--- config.mk ---
export PLATFORM = sky130hd
export DESIGN_NAME = serial_rom_slave
export DESIGN_NICKNAME = d
export VERILOG_FILES = /design/src/rtl/srs_pkg.sv /design/src/rtl/srs_line_sync.sv /design/src/rtl/srs_cond_detect.sv /design/src/rtl/srs_word_ptr.sv /design/src/rtl/serial_rom_slave.sv
export SDC_FILE = /design/constraint.sdc
export NUM_CORES = 1
export LEC_CHECK = 0
export BUFFER_PORTS_ARGS = -buffer_cell sky130_fd_sc_hd__buf_2
export CAP_MARGIN = 20
export CORE_MARGIN = 4
export CORE_UTILIZATION = 50
export DETAILED_ROUTE_END_ITERATION = 16
export PLACE_DENSITY = 0.82
export SYNTH_ARGS = -nofsm -noshare
export SYNTH_HDL_FRONTEND = slang
export SYNTH_SLANG_ARGS = --single-unit
--- constraint.sdc ---
create_clock -name clk -period 3.59 [get_ports clk]
set_input_delay 0.359 -clock clk [delete_from_list [all_inputs] [get_ports clk]]
set_output_delay 0.359 -clock clk [all_outputs]
set_load 0.02 [all_outputs]
--- src/rtl/srs_pkg.sv ---
package srs_pkg;

    typedef enum logic [3:0] {
        ST_IDLE,
        ST_DEV,
        ST_DEV_ACK,
        ST_WORD,
        ST_WORD_ACK,
        ST_WDATA,
        ST_WDATA_ACK,
        ST_RDATA,
        ST_RD_ACK,
        ST_IGNORE
    } srs_state_t;

    localparam logic [3:0] SRS_DEV_TYPE = 4'b1010;

endpackage

--- src/rtl/srs_line_sync.sv ---
module srs_line_sync #(
    parameter int   STAGES  = 2,
    parameter logic RST_VAL = 1'b1
) (
    input  logic clk,
    input  logic rst_n,
    input  logic d_i,
    output logic q_o,
    output logic q_prev_o
);

    logic [STAGES-1:0] pipe;

    always_ff @(posedge clk) begin
        if (!rst_n) begin
            pipe     <= {STAGES{RST_VAL}};
            q_prev_o <= RST_VAL;
        end else begin
            pipe     <= {pipe[STAGES-2:0], d_i};
            q_prev_o <= pipe[STAGES-1];
        end
    end

    assign q_o = pipe[STAGES-1];

endmodule

--- src/rtl/srs_cond_detect.sv ---
module srs_cond_detect (
    input  logic scl,
    input  logic scl_prev,
    input  logic sda,
    input  logic sda_prev,
    output logic start_o,
    output logic stop_o,
    output logic scl_rise_o,
    output logic scl_fall_o
);

    logic scl_held;

    always_comb begin
        scl_held   = scl && scl_prev;
        start_o    = scl_held && sda_prev && !sda;
        stop_o     = scl_held && !sda_prev && sda;
        scl_rise_o = scl && !scl_prev;
        scl_fall_o = !scl && scl_prev;
    end

endmodule

--- src/rtl/srs_word_ptr.sv ---
module srs_word_ptr #(
    parameter int AW        = 8,
    parameter int PAGE_BITS = 3
) (
    input  logic          clk,
    input  logic          rst_n,
    input  logic          load_i,
    input  logic [AW-1:0] load_val_i,
    input  logic          inc_read_i,
    input  logic          inc_write_i,
    output logic [AW-1:0] ptr_o
);

    localparam int HI_BITS = AW - PAGE_BITS;

    logic [HI_BITS-1:0]   hi_q;
    logic [PAGE_BITS-1:0] lo_q;

    always_ff @(posedge clk) begin
        if (!rst_n) begin
            hi_q <= '0;
            lo_q <= '0;
        end else if (load_i) begin
            {hi_q, lo_q} <= load_val_i;
        end else if (inc_read_i) begin
            {hi_q, lo_q} <= {hi_q, lo_q} + AW'(1);
        end else if (inc_write_i) begin
            lo_q <= lo_q + PAGE_BITS'(1);
        end
    end

    assign ptr_o = {hi_q, lo_q};

    AST_READ_STEP: assert property (@(posedge clk) disable iff (!rst_n)
        (inc_read_i && !load_i) |=> (ptr_o == AW'($past(ptr_o) + AW'(1))));

    AST_PAGE_FIXED: assert property (@(posedge clk) disable iff (!rst_n)
        (inc_write_i && !load_i && !inc_read_i) |=> (ptr_o[AW-1:PAGE_BITS] == $past(ptr_o[AW-1:PAGE_BITS])));

    AST_PTR_HOLD: assert property (@(posedge clk) disable iff (!rst_n)
        !(load_i || inc_read_i || inc_write_i) |=> $stable(ptr_o));

endmodule

--- src/rtl/serial_rom_slave.sv ---
module serial_rom_slave
    import srs_pkg::*;
#(
    parameter int DW          = 8,
    parameter int SEL_W       = 3,
    parameter int PAGE_BITS   = 3,
    parameter int SYNC_STAGES = 2
) (
    input  logic             clk,
    input  logic             rst_n,
    input  logic             scl_i,
    input  logic             sda_i,
    output logic             sda_oe,
    input  logic [SEL_W-1:0] sel_i,
    output logic [DW-1:0]    mem_addr,
    output logic [DW-1:0]    mem_wdata,
    output logic             mem_we,
    input  logic [DW-1:0]    mem_rdata
);

    localparam int AW    = DW;
    localparam int CNT_W = $clog2(DW + 1);

    logic scl_s, scl_q, sda_s, sda_q;
    logic start_c, stop_c, scl_rise, scl_fall;

    srs_state_t        state, nxt;
    logic [CNT_W-1:0]  bit_cnt;
    logic [DW-1:0]     shreg;
    logic [DW-1:0]     txreg;
    logic              rw_q;
    logic              mack_q;
    logic              rx_st, rx_done, tx_last;
    logic              ptr_load, inc_rd;
    logic [AW-1:0]     ptr;

    srs_line_sync #(.STAGES(SYNC_STAGES), .RST_VAL(1'b1)) u_scl_sync (
        .clk(clk), .rst_n(rst_n), .d_i(scl_i), .q_o(scl_s), .q_prev_o(scl_q)
    );

    srs_line_sync #(.STAGES(SYNC_STAGES), .RST_VAL(1'b1)) u_sda_sync (
        .clk(clk), .rst_n(rst_n), .d_i(sda_i), .q_o(sda_s), .q_prev_o(sda_q)
    );

    srs_cond_detect u_cond (
        .scl(scl_s), .scl_prev(scl_q), .sda(sda_s), .sda_prev(sda_q),
        .start_o(start_c), .stop_o(stop_c),
        .scl_rise_o(scl_rise), .scl_fall_o(scl_fall)
    );

    srs_word_ptr #(.AW(AW), .PAGE_BITS(PAGE_BITS)) u_ptr (
        .clk(clk), .rst_n(rst_n),
        .load_i(ptr_load), .load_val_i(shreg),
        .inc_read_i(inc_rd), .inc_write_i(mem_we),
        .ptr_o(ptr)
    );

    always_comb begin
        rx_st   = (state == ST_DEV) || (state == ST_WORD) || (state == ST_WDATA);
        rx_done = rx_st && scl_fall && (bit_cnt == CNT_W'(DW));
        tx_last = (state == ST_RDATA) && scl_fall && (bit_cnt == CNT_W'(DW - 1));
    end

    // state register
    always_ff @(posedge clk) begin
        if (!rst_n) state <= ST_IDLE;
        else        state <= nxt;
    end

    // next-state decode
    always_comb begin
        nxt = state;
        if (stop_c) begin
            nxt = ST_IDLE;
        end else if (start_c) begin
            nxt = ST_DEV;
        end else begin
            unique case (state)
                ST_IDLE:      nxt = ST_IDLE;
                ST_DEV:       if (rx_done)
                                  nxt = (shreg[DW-1:1] == {SRS_DEV_TYPE, sel_i}) ? ST_DEV_ACK : ST_IGNORE;
                ST_DEV_ACK:   if (scl_fall) nxt = rw_q ? ST_RDATA : ST_WORD;
                ST_WORD:      if (rx_done)  nxt = ST_WORD_ACK;
                ST_WORD_ACK:  if (scl_fall) nxt = ST_WDATA;
                ST_WDATA:     if (rx_done)  nxt = ST_WDATA_ACK;
                ST_WDATA_ACK: if (scl_fall) nxt = ST_WDATA;
                ST_RDATA:     if (tx_last)  nxt = ST_RD_ACK;
                ST_RD_ACK:    if (scl_fall) nxt = mack_q ? ST_RDATA : ST_IGNORE;
                ST_IGNORE:    nxt = ST_IGNORE;
                default:      nxt = ST_IDLE;
            endcase
        end
    end

    // bit counter, shifters, captured flags
    always_ff @(posedge clk) begin
        if (!rst_n) begin
            bit_cnt <= '0;
            shreg   <= '0;
            txreg   <= '0;
            rw_q    <= 1'b0;
            mack_q  <= 1'b0;
        end else begin
            if (start_c || stop_c || (nxt != state))
                bit_cnt <= '0;
            else if ((rx_st && scl_rise) || ((state == ST_RDATA) && scl_fall))
                bit_cnt <= bit_cnt + CNT_W'(1);

            if (rx_st && scl_rise)
                shreg <= {shreg[DW-2:0], sda_s};

            if ((state == ST_DEV) && rx_done)
                rw_q <= shreg[0];

            if ((state == ST_RD_ACK) && scl_rise)
                mack_q <= !sda_s;

            if (((state == ST_DEV_ACK) && scl_fall && rw_q) ||
                ((state == ST_RD_ACK) && scl_fall && mack_q))
                txreg <= mem_rdata;
            else if ((state == ST_RDATA) && scl_fall)
                txreg <= {txreg[DW-2:0], 1'b0};
        end
    end

    // outputs
    always_comb begin
        unique case (state)
            ST_DEV_ACK, ST_WORD_ACK, ST_WDATA_ACK: sda_oe = 1'b1;
            ST_RDATA:                              sda_oe = !txreg[DW-1];
            default:                               sda_oe = 1'b0;
        endcase
        ptr_load  = (state == ST_WORD) && rx_done;
        mem_we    = (state == ST_WDATA) && rx_done;
        inc_rd    = tx_last;
        mem_addr  = ptr;
        mem_wdata = shreg;
    end

    AST_STOP_TO_IDLE: assert property (@(posedge clk) disable iff (!rst_n)
        stop_c |=> (state == ST_IDLE));

    AST_START_TO_DEV: assert property (@(posedge clk) disable iff (!rst_n)
        start_c |=> ((state == ST_DEV) && (bit_cnt == '0)));

    AST_MISMATCH_IGNORED: assert property (@(posedge clk) disable iff (!rst_n)
        ((state == ST_DEV) && rx_done && (shreg[DW-1:DW-4] != SRS_DEV_TYPE)) |=> (state == ST_IGNORE));

    AST_SDA_STILL_SCL_HIGH: assert property (@(posedge clk) disable iff (!rst_n)
        (scl_s && $past(scl_s)) |-> $stable(sda_oe));

endmodule

; ---- Word-level counts from Yosys, hierarchy flattened
; Cells that the tools add are included.
[word_totals]
output_inout_bits = 18
elab_cells = 87
inputBits = 15
reg_bits = 40
[classes]
addsub = 3
eq_ne = 13
bitwise = 1
reduce_logical = 37
muxes = 21
[op_table]
columns = operator, count
row1 = $mux 4, 11
row2 = $pmux 4 s8, 1
row3 = $eq 4x3->1 const B, 5
row4 = $logic_and 1x1->1, 20
row5 = $mux 8, 2
row6 = $eq 4x4->1 const B, 3
row7 = $mux 3, 4
row8 = $mux 5, 2
row9 = $add 8x1->8 const B, 1
row10 = $eq 4x2->1 const B, 2
row11 = $eq 7x7->1, 1
row12 = $logic_or 1x1->1, 6
row13 = $logic_not 1->1, 5
row14 = $add 4x1->4 const B, 1
row15 = $eq 4x1->1 const B, 1
row16 = $ne 4x4->1, 1
row17 = $reduce_bool 2->1, 2
row18 = $reduce_or 2->1, 2
row19 = $add 3x1->3 const B, 1
row20 = $reduce_bool 3->1, 1
row21 = $reduce_or 3->1, 1
row22 = $pmux 1 s2, 1
row23 = $not 1->1, 1

; ---- Longest topological paths before layout
; Gate-level depths: netlist of run 1.
[depth]
word_depth = 12
ltp_mapped = 7
depth_no_buf = 7

; ---- By module
; From an unflattened synthesis of run 1, not the netlist that was laid out.
[unflattened]
cells_unflattened = 252
hier_area_um2 = 2129.5
[modules_own_cells]
columns = mod, cells_each, area_each_um2, seq_area_each_um2, n_inst
row1 = serial_rom_slave, 180, 1501.4, 520.5, 1
row2 = srs_word_ptr, 56, 437.9, 160.2, 1
row3 = srs_line_sync, 6, 78.8, 60.1, 2
row4 = srs_cond_detect, 4, 32.5, 0.0, 1

; ---- Worst setup path before layout of run 1
; No wires, ideal clock.
[synth_path]
path_kind = flip-flop to flip-flop
start = reg bit_cnt[0]
end = reg u_ptr.lo_q[2]
setup_slack_ns = 1.873
required_time_ns = 3.520
arrival_ns = 1.647
path_stages_with_launch = 8
period_less_slack_ns = 1.717
setup_ns = 0.070
path_buffers = 0
path_cell_list = dfxtp_1 inv_1 ha_1 nand3b_1 nor4_4 o21ai_1 xor2_1 a21oi_1
[synth_via]
elab_chain_cells = 4
word_cells_on_any_way = 9
cone_classes = eq/ne: 2 / mux: 2 / reduce/logical: 5
[synth_rtl]
columns = element, line_no
row1 = "start, declared", serial_rom_slave.sv:28  ; logic [CNT_W-1:0] bit_cnt;
row2 = "start signal, assigned", serial_rom_slave.sv:107  ; bit_cnt <= bit_cnt + CNT_W'(1);
row3 = $eq 4x4->1, serial_rom_slave.sv:60  ; rx_done = rx_st && scl_fall && (bit_cnt == CNT_W'(DW));
row4 = $logic_and 1x1->1, serial_rom_slave.sv:60
row5 = $logic_and 1x1->1, serial_rom_slave.sv:134  ; mem_we = (state == ST_WDATA) && rx_done;
row6 = named net mem_we, serial_rom_slave.sv:17  ; output logic mem_we,
row7 = $reduce_bool 3->1 (no source line), -
row8 = "end signal, assigned", srs_word_ptr.sv:24  ; {hi_q, lo_q} <= load_val_i;
row9 = "end signal, assigned", srs_word_ptr.sv:26  ; {hi_q, lo_q} <= {hi_q, lo_q} + AW'(1);
row10 = "end signal, assigned", srs_word_ptr.sv:28  ; lo_q <= lo_q + PAGE_BITS'(1);
row11 = "end, declared", srs_word_ptr.sv:17  ; logic [PAGE_BITS-1:0] lo_q;
; The timed path passes the listed nets, and every way through them passes these cells.
; A chain may end at the register's enable or synchronous reset.

; ---- Worst setup path after layout of run 1
[layout_path]
start = reg state[1]
end = reg u_ptr.hi_q[3]
[layout_via]
elab_chain_cells = 7
word_cells_on_any_way = 13
cone_classes = eq/ne: 4 / mux: 1 / reduce/logical: 8
[layout_rtl]
columns = element, line_no
row1 = "start, declared", serial_rom_slave.sv:27  ; srs_state_t state, nxt;
row2 = "start signal, assigned", serial_rom_slave.sv:67  ; else state <= nxt;
row3 = $eq 4x1->1 / $eq 4x2->1 (equally long branches), "serial_rom_slave.sv:59, serial_rom_slave.sv:133"
row4 = $logic_or 1x1->1 (2 in a row), serial_rom_slave.sv:59  ; rx_st = (state == ST_DEV) || (state == ST_WORD) || (state == ST_WDATA);
row5 = $logic_and 1x1->1 (2 in a row), serial_rom_slave.sv:60
row6 = $logic_and 1x1->1, serial_rom_slave.sv:133  ; ptr_load = (state == ST_WORD) && rx_done;
row7 = $mux 5 / $reduce_bool 2->1 (equally long branches), -
row8 = "end signal, assigned", srs_word_ptr.sv:24
row9 = "end signal, assigned", srs_word_ptr.sv:26
row10 = "end, declared", srs_word_ptr.sv:16  ; logic [HI_BITS-1:0] hi_q;
; Parallel ways exist; a longest one is shown, timed or not.

==> results.sh, run 1 <==
export IMPL_status="finished clean"
export IMPL_vdd_drop_max_uv=277
export IMPL_finalWorstSetupSlack_ns=1.28
export IMPL_critPathMaxFanout=22
export IMPL_globalplace_congestion=0.879
export IMPL_syn_inst=259
export IMPL_worstSkewPairLatency_ns=0.29
export IMPL_worst_pin_slew_ns=0.770
export IMPL_drc_errors=0
export IMPL_area_delta_synth_final_pct=9.50
export IMPL_grt_setup_unrepaired="false"
export IMPL_dieArea_mm2=0.00564
export IMPL_cts_resized=0
export IMPL_power_density_mw_per_mm2=316
export IMPL_drt_iter0_drc=198
export IMPL_post_route_cells_drive_above_1_share=0.184
export IMPL_grt_pass1_vias=1871
export IMPL_stdcell_area_mm2=0.00247
export IMPL_ys_types=66
export IMPL_numCtsBuffers=5
export IMPL_ys_ff_latch=40
export IMPL_hold_depth=2
export IMPL_grt_pass1_wl_um=8470
export IMPL_postCtsSetupBuffers=0
export IMPL_cts_root_buf="clkbuf_8"
export IMPL_max_freq_mhz=432
export IMPL_r2r_slack_ns=1.28
export IMPL_worst_ep_arrival_time_ns=2.48
export IMPL_clock_skew_ns=0.00562
export IMPL_antenna_found_initial=0
export IMPL_via_per_inst=5.94
export IMPL_clkTransAtPathRegs_ns=0.07
export IMPL_fill_cells=386
export IMPL_finalSetupViolations=0
export IMPL_cts_hold_buf=0
export IMPL_num_antenna_cells=0
export IMPL_grt_max_degree=27
export IMPL_dpl_worst_slack_ns=1.32
export IMPL_power_leakage_uw=0.000950
export IMPL_setup_tns_ns=0
export IMPL_cts_sinks=40
export IMPL_r2r_start="state[1]"
export IMPL_async_flop_share=0
export IMPL_portBuffers=32
export IMPL_crit_type="reg -> reg"
export IMPL_pin_count=33
export IMPL_synth_edf_count=0
export IMPL_hp_class="in -> reg"
export IMPL_dpl_cell_area_mm2=0.00238
export IMPL_synth_fp_nets=277
export IMPL_wl_met1_um=2220
export IMPL_cts_tree="done"
export IMPL_htreeDepth=2
export IMPL_avgRoutedWirePerCell_um=14.9
export IMPL_worst_r2r_endpoint="u_ptr.hi_q[3]"
export IMPL_seq_area_frac_synth=0.356
export IMPL_die_x_um=75.1
export IMPL_top_layer="met4"
export IMPL_yosys_warnings=0
export IMPL_final_nets=300
export IMPL_slew_headroom=0.483
export IMPL_overflow=0
export IMPL_finalHoldViolations=0
export IMPL_synth_ff_type="dfxtp_1"
export IMPL_synth_avg_cell_area_um2=8.70
export IMPL_startpoint_type="flop"
export IMPL_wirelength_um=4980
export IMPL_dr_pass1_iters=5
export IMPL_coreArea_mm2=0.00435
export IMPL_final_period_utilization=0.645
export IMPL_ant_nets=0
export IMPL_min_delay_start="scl_i"
export IMPL_end_kind="flop"
export IMPL_num_vias=1991
export IMPL_holdWs_ns=0.236
export IMPL_syn_area_mm2=0.00225
export IMPL_required_ns=3.76
export IMPL_die_h_um=75.1
export IMPL_clockBufferDepth=2
export IMPL_ff2ff_path_depth=5
export IMPL_dr_wl_met2_um=2290
export IMPL_wl_met3_um=336
export IMPL_start_util=0.517
export IMPL_slew_viol_final=0
export IMPL_final_core_util=0.566
export IMPL_fin_crit_ns=2.31
export IMPL_cap_violations=0
export IMPL_hpwl_um=3500
export IMPL_whs_endpoint="u_scl_sync.pipe[0]"
export IMPL_rows=24
export IMPL_gr_usage_all_layers=0.192
## critical path: stages, from the launching register on
cell	delay, ns
dfxtp_1	0.80
and4bb_2	0.35
nand3_1	0.33
mux2_2	0.40
a221oi_1	0.24
nor2_1	0.06
## layer usage
layer  track usage  vias to the layer above
met5             0                        -
met4        0.0850                        0
met3        0.0481                       10
met2         0.282                       74
met1         0.265                      917
li1              -                      990
## sequential cells by signal (all words and copies together), names as in the netlist
| name | cells |
|---|---|
| bit_cnt | 4 |
| mack_q | 1 |
| mem_wdata | 8 |
| rw_q | 1 |
| state | 4 |
| txreg | 8 |
| u_ptr.hi_q | 5 |
| u_ptr.lo_q | 3 |
| u_scl_sync.pipe | 2 |
| u_scl_sync.q_prev_o | 1 |
| u_sda_sync.pipe | 2 |
| u_sda_sync.q_prev_o | 1 |
## where the power goes
group	internal, µW	total (µW)	switching [µW]
sequential	447	452	4.91
clock	139	290	151
combinational	16.7	38.3	21.5
## cell usage after synthesis (2+ instances only)
library cell,n,area (µm²)
a211oi_1,2,15.0
a21oi_1,10,50.1
a221oi_1,2,17.5
a22oi_1,2,15.0
a311oi_1,10,87.6
and3_1,3,18.8
buf_2,5,25.0
buf_4,3,22.5
clkbuf_1,6,22.5
dfxtp_1,40,801
ha_1,3,37.5
inv_1,4,15.0
mux2i_1,11,110
nand2_1,25,93.8
nand2b_1,7,43.8
nand3_1,8,40.0
nand3b_1,5,37.5
nand4_1,2,12.5
nand4b_1,2,17.5
nor2_1,28,105
nor2b_1,4,25.0
nor3_1,8,40.0
nor3b_1,2,15.0
nor4_2,2,25.0
nor4bb_1,2,20.0
o21ai_0,9,45.0
o21ai_1,3,15.0
or3_1,2,12.5
or4_1,3,22.5
xnor2_1,8,70.1
xor2_1,3,26.3
## per-stage QoR
step	total power [µW]	std cells
after global routing	806	335
after detailed placement	500	327
final	780	335
after global placement	499	327
after floorplan	487	259
after CTS	787	335
## how the worst max path moves through the flow
| stage | startpoint | to | cells past startpoint | slack [ns] |
|---|---|---|---|---|
| global placement | state[1] | u_ptr.hi_q[3] | 5 | 1.36 |
| detailed placement | state[1] | u_ptr.hi_q[3] | 5 | 1.32 |
| floorplan | bit_cnt[0] | u_ptr.lo_q[2] | 7 | 1.87 |
| CTS | state[1] | u_ptr.hi_q[3] | 5 | 1.29 |
| global route | state[1] | u_ptr.hi_q[3] | 5 | 1.08 |
| finish | state[1] | u_ptr.hi_q[3] | 5 | 1.28 |
## cells in the final DEF, fill, tap and decap left out, types with 4 or more instances in the layout
cell       n
dfxtp_1   40
buf_2     32
nor2_1    28
nand2_1   25
mux2i_1   11
a21oi_1   10
a311oi_1  10
o21ai_0    9
nand3_1    8
xnor2_1    8
nor3_1     8
nand2b_1   7
nand3b_1   5
clkbuf_8   5
inv_1      4
nor2b_1    4
## kinds of logic (layout without fill, tap and decap cells)
group	count (synthesis)	count (layout)	synth area share
flip-flops	40	40	0.356
adder cells (fa/ha/maj)	3	3	0.0167
buffers and inverters	21	45	0.0511
multiplexers	12	12	0.0539
AO/OA/AOI/OAI	53	53	0.167
XOR/XNOR	11	11	0.0428
AND/OR/NAND/NOR	119	119	0.313
## layout make-up
type                       instances  area, µm²  area share
timing repair buffer              32        160      0.0649
clock buffer                       7       76.3      0.0309
multi-input combinational        198       1340       0.542
clock inverter                     1       8.76     0.00355
tap                               52       65.1      0.0264
inverter                           5       18.8     0.00761
sequential                        40        801       0.325
No activity file was read; power rests on OpenSTA's default activity.
==> run 2, diff against run 1 <==
- clock period: 3.59 -> 2.4 ns (I/O delays scaled with it)
==> run 2 against run 1 <==
Against the previous run: critical path depth down 1; flip-flop and latch count unchanged; die area did not move; critical endpoint is now mem_we; largest cell class unchanged; highest routed layer unchanged.
==> results.sh, run 2 (synthesis results as in run 1) <==
export IMPL_clock_skew_ns=0.00736
export IMPL_clockBufferDepth=2
export IMPL_pin_count=33
export IMPL_slew_headroom=0.666
export IMPL_status="finished clean"
export IMPL_cts_root_buf="clkbuf_8"
export IMPL_worst_pin_slew_ns=0.499
export IMPL_postCtsSetupBuffers=0
export IMPL_globalplace_congestion=0.876
export IMPL_gr_usage_all_layers=0.194
export IMPL_rows=24
export IMPL_hold_depth=2
export IMPL_final_cell_mix="40 x dfxtp_1, 32 x buf_2, 28 x nor2_1, 25 x nand2_1, 11 x mux2i_1"
export IMPL_ant_nets=0
export IMPL_end_kind="output port"
export IMPL_cts_sinks=40
export IMPL_required_ns=2.16
export IMPL_max_freq_mhz=462
export IMPL_slowest_delay_ns=0.62
export IMPL_grt_max_degree=18
export IMPL_coreArea_mm2=0.00435
export IMPL_path_depth=4
export IMPL_grt_setup_unrepaired="false"
export IMPL_ff2ff_path_depth=6
export IMPL_slew_viol_final=0
export IMPL_startpoint_type="flop"
export IMPL_slowest_stage="dfxtp_1"
export IMPL_post_route_cells_drive_above_1_share=0.213
export IMPL_cts_resized=0
export IMPL_final_common_cell="dfxtp_1"
export IMPL_final_core_util=0.589
export IMPL_stdcell_area_mm2=0.00256
export IMPL_area_delta_synth_final_pct=13.8
export IMPL_drc_errors=0
export IMPL_portBuffers=32
export IMPL_fin_crit_ns=2.16
export IMPL_grt_pass1_vias=1926
export IMPL_die_x_um=75.1
export IMPL_crit_type="reg -> out"
export IMPL_hp_class="in -> reg"
export IMPL_antenna_found_initial=0
export IMPL_setup_tns_ns=0
export IMPL_via_per_inst=5.92
export IMPL_clkTransAtPathRegs_ns=0.08
export IMPL_numCtsBuffers=5
export IMPL_cts_hold_buf=0
export IMPL_r2r_slack_ns=0.37
export IMPL_avgRoutedWirePerCell_um=15.0
export IMPL_dpl_cell_area_mm2=0.00244
export IMPL_finalSetupViolations=0
export IMPL_power_density_mw_per_mm2=515
export IMPL_start_util=0.517
export IMPL_die_h_um=75.1
export IMPL_overflow=0
export IMPL_hpwl_um=3710
export IMPL_num_antenna_cells=0
export IMPL_worstSkewPairLatency_ns=0.30
export IMPL_dieArea_mm2=0.00564
export IMPL_final_nets=308
export IMPL_num_vias=2029
export IMPL_wirelength_um=5140
export IMPL_htreeDepth=2
export IMPL_regArea_um2=801
export IMPL_final_period_utilization=0.902
export IMPL_worst_ep_arrival_time_ns=1.92
export IMPL_finalHoldViolations=0
export IMPL_critPathMaxFanout=15
export IMPL_fill_cells=368
export IMPL_cp_cell_sequence="buf_4 -> nand3b_1 -> nor4_4 -> buf_2"
export IMPL_dr_pass1_iters=4
export IMPL_cts_tree="done"
export IMPL_grt_pass1_wl_um=8540
export IMPL_cap_violations=0
export IMPL_vdd_drop_max_uv=371
export IMPL_path_delay_family="flip-flops"
export IMPL_holdWs_ns=0.123
export IMPL_power_leakage_uw=0.00101
export IMPL_cp_num_buf_inv=2
export IMPL_drt_iter0_drc=201
export IMPL_multi_input_area_mm2=0.00134
run 2: metal layers:
| layer | global-route usage | up-vias | wire length, µm |
|---|---|---|---|
| met3 | 0.0387 | 15 | 260 |
| met4 | 0.107 | 0 | 127 |
| li1 | - | 1007 | - |
| met2 | 0.295 | 62 | 2410 |
| met5 | 0 | - | 0 |
| met1 | 0.257 | 945 | 2340 |
run 2: through the flow:
| step | setup WS, ns | power, µW | cells |
|---|---|---|---|
| 6_report | 0.236 | 1320 | 343 |
| 5_1_grt | 0.136 | 1370 | 343 |
| 4_1_cts | 0.294 | 1330 | 343 |
| 3_5_place_dp | 0.427 | 752 | 335 |
| 3_3_place_gp | 0.461 | 751 | 335 |
| 2_1_floorplan | 0.683 | 729 | 259 |
run 2: final cells by class:
type,count,area share
sequential,40,0.312
clock buffer,6,0.0322
multi-input combinational,198,0.521
inverter,5,0.00732
tap,52,0.0254
clock inverter,2,0.0151
timing repair buffer,40,0.0859
run 2: power by group:
part	internal, µW	switching [µW]
Combinational	28.2	34.9
Clock	340	243
Sequential	668	5.69
run 2: worst paths after layout:
| kind | startpoint | end |
|---|---|---|
| worst min-delay path | scl_i | u_scl_sync.pipe[0] |
| worst max register to register | state[0] | bit_cnt[2] |
| worst max-delay path | state[2] | mem_we |
| worst min register to register | u_scl_sync.pipe[0] | u_scl_sync.pipe[1] |
==> run 3, diff against run 2 <==
- clock period: 2.4 -> 2.7 ns (I/O delays scaled with it)
==> run 3 against run 2 <==
Against the previous run: critical path depth down 1; core utilization decreased by 1.1 points; first-iteration DRC count grew 4.5%.
==> results.sh, run 3 (synthesis results as in run 1) <==
export IMPL_status="finished clean"
export IMPL_power_frac_seq=0.556
export IMPL_htreeDepth=2
export IMPL_ant_nets=0
export IMPL_final_common_cell="dfxtp_1"
export IMPL_end_kind="output port"
export IMPL_hp_class="in -> reg"
export IMPL_swShare=0.235
export IMPL_finalHoldViolations=0
export IMPL_slew_headroom=0.617
export IMPL_max_freq_mhz=463
export IMPL_vdd_drop_max_uv=320
export IMPL_wl_met3_um=373
export IMPL_cts_tree="done"
export IMPL_slew_viol_final=0
export IMPL_coreArea_mm2=0.00435
export IMPL_clockPowerShare=0.395
export IMPL_num_antenna_cells=0
export IMPL_p_int_uw=826
export IMPL_globalplace_congestion=0.864
export IMPL_multi_input_area_mm2=0.00134
export IMPL_cts_root_buf="clkbuf_8"
export IMPL_cap_violations=0
export IMPL_fill_cells=376
export IMPL_holdWs_ns=0.153
export IMPL_dpl_cell_area_mm2=0.00242
export IMPL_avgRoutedWirePerCell_um=15.1
export IMPL_area_delta_synth_final_pct=11.7
export IMPL_cts_sinks=40
export IMPL_combPwrFrac=0.048
export IMPL_fin_crit_ns=2.16
export IMPL_final_core_util=0.578
export IMPL_dr_wl_met2_um=2420
export IMPL_worst_ep_arrival_time_ns=1.89
export IMPL_num_vias=2047
export IMPL_dr_pass1_iters=5
export IMPL_crit_type="reg -> out"
export IMPL_drc_errors=0
export IMPL_overflow=0
export IMPL_startpoint_type="flop"
export IMPL_dieArea_mm2=0.00564
export IMPL_rows=24
export IMPL_hpwl_um=3690
export IMPL_cts_resized=0
export IMPL_post_route_cells_drive_above_1_share=0.205
export IMPL_final_period_utilization=0.801
export IMPL_clkTransAtPathRegs_ns=0.08
export IMPL_die_h_um=75.1
export IMPL_finalPower_uw=1080
export IMPL_worstSkewPairLatency_ns=0.30
export IMPL_portBuffers=32
export IMPL_grt_setup_unrepaired="false"
export IMPL_top_layer="met4"
export IMPL_final_nets=305
export IMPL_critPathMaxFanout=20
export IMPL_grt_max_degree=21
export IMPL_via_per_inst=6.02
export IMPL_power_leakage_uw=0.000983
export IMPL_power_density_mw_per_mm2=429
export IMPL_r2r_slack_ns=0.57
export IMPL_clockBufferDepth=2
export IMPL_start_util=0.517
export IMPL_pin_count=33
export IMPL_finalSetupViolations=0
export IMPL_cts_hold_buf=0
export IMPL_required_ns=2.43
export IMPL_drt_iter0_drc=210
export IMPL_numCtsBuffers=5
export IMPL_stdcell_area_mm2=0.00251
export IMPL_setup_tns_ns=0
export IMPL_wl_met1_um=2260
export IMPL_gr_usage_all_layers=0.198
export IMPL_grt_pass1_vias=1830
export IMPL_final_cell_mix="40 x dfxtp_1, 32 x buf_2, 28 x nor2_1, 25 x nand2_1, 11 x mux2i_1"
export IMPL_worst_pin_slew_ns=0.574
export IMPL_switching_power_uw=254
export IMPL_postCtsSetupBuffers=0
export IMPL_wirelength_um=5130
export IMPL_die_x_um=75.1
export IMPL_grt_pass1_wl_um=8610
export IMPL_antenna_found_initial=0
export IMPL_clock_skew_ns=0.00585
export IMPL_regArea_um2=801
-- run 3: routing by layer --
layer	up-vias	track usage
met5	-	0
met4	0	0.0652
met1	954	0.273
met2	80	0.309
li1	1005	-
met3	8	0.0427
-- run 3: power groups by stage --
stage | Clock, µW | Combinational, µW | Sequential, µW
floorplan | 0 | 37.3 | 610
global placement | 0 | 51.3 | 614
detailed placement | 0 | 52.3 | 614
CTS | 435 | 52.4 | 600
global route | 458 | 57.8 | 602
finish | 427 | 52.3 | 601
-- run 3: critical path, cell delays in order (launching register included) --
cell and delay (ns):
dfxtp_1 0.69, nand3b_1 0.25, nor4_4 0.39, buf_2 0.26
-- run 3: per-stage QoR --
step / std cells / worst slack [ns]
after floorplan: 259 / 0.983
after detailed placement: 332 / 0.603
after global routing: 340 / 0.393
after CTS: 340 / 0.566
after global placement: 332 / 0.668
final: 340 / 0.539
-- run 3: area by class of cell --
class                           instances  area share
Sequential cell                        40       0.318
Timing Repair Buffer                   37      0.0786
Multi-Input combinational cell        198       0.531
Tap cell                               52      0.0259
Clock buffer                            6      0.0328
Clock inverter                          2     0.00547
Inverter                                5     0.00746
-- run 3: final timing paths --
kind                            from            endpoint  cells after the start
hold reg to reg   u_scl_sync.pipe[0]  u_scl_sync.pipe[1]                      1
setup / recovery            state[0]              mem_we                      3
setup reg to reg            state[0]       u_ptr.hi_q[3]                      5
hold / removal                 scl_i  u_scl_sync.pipe[0]                      2
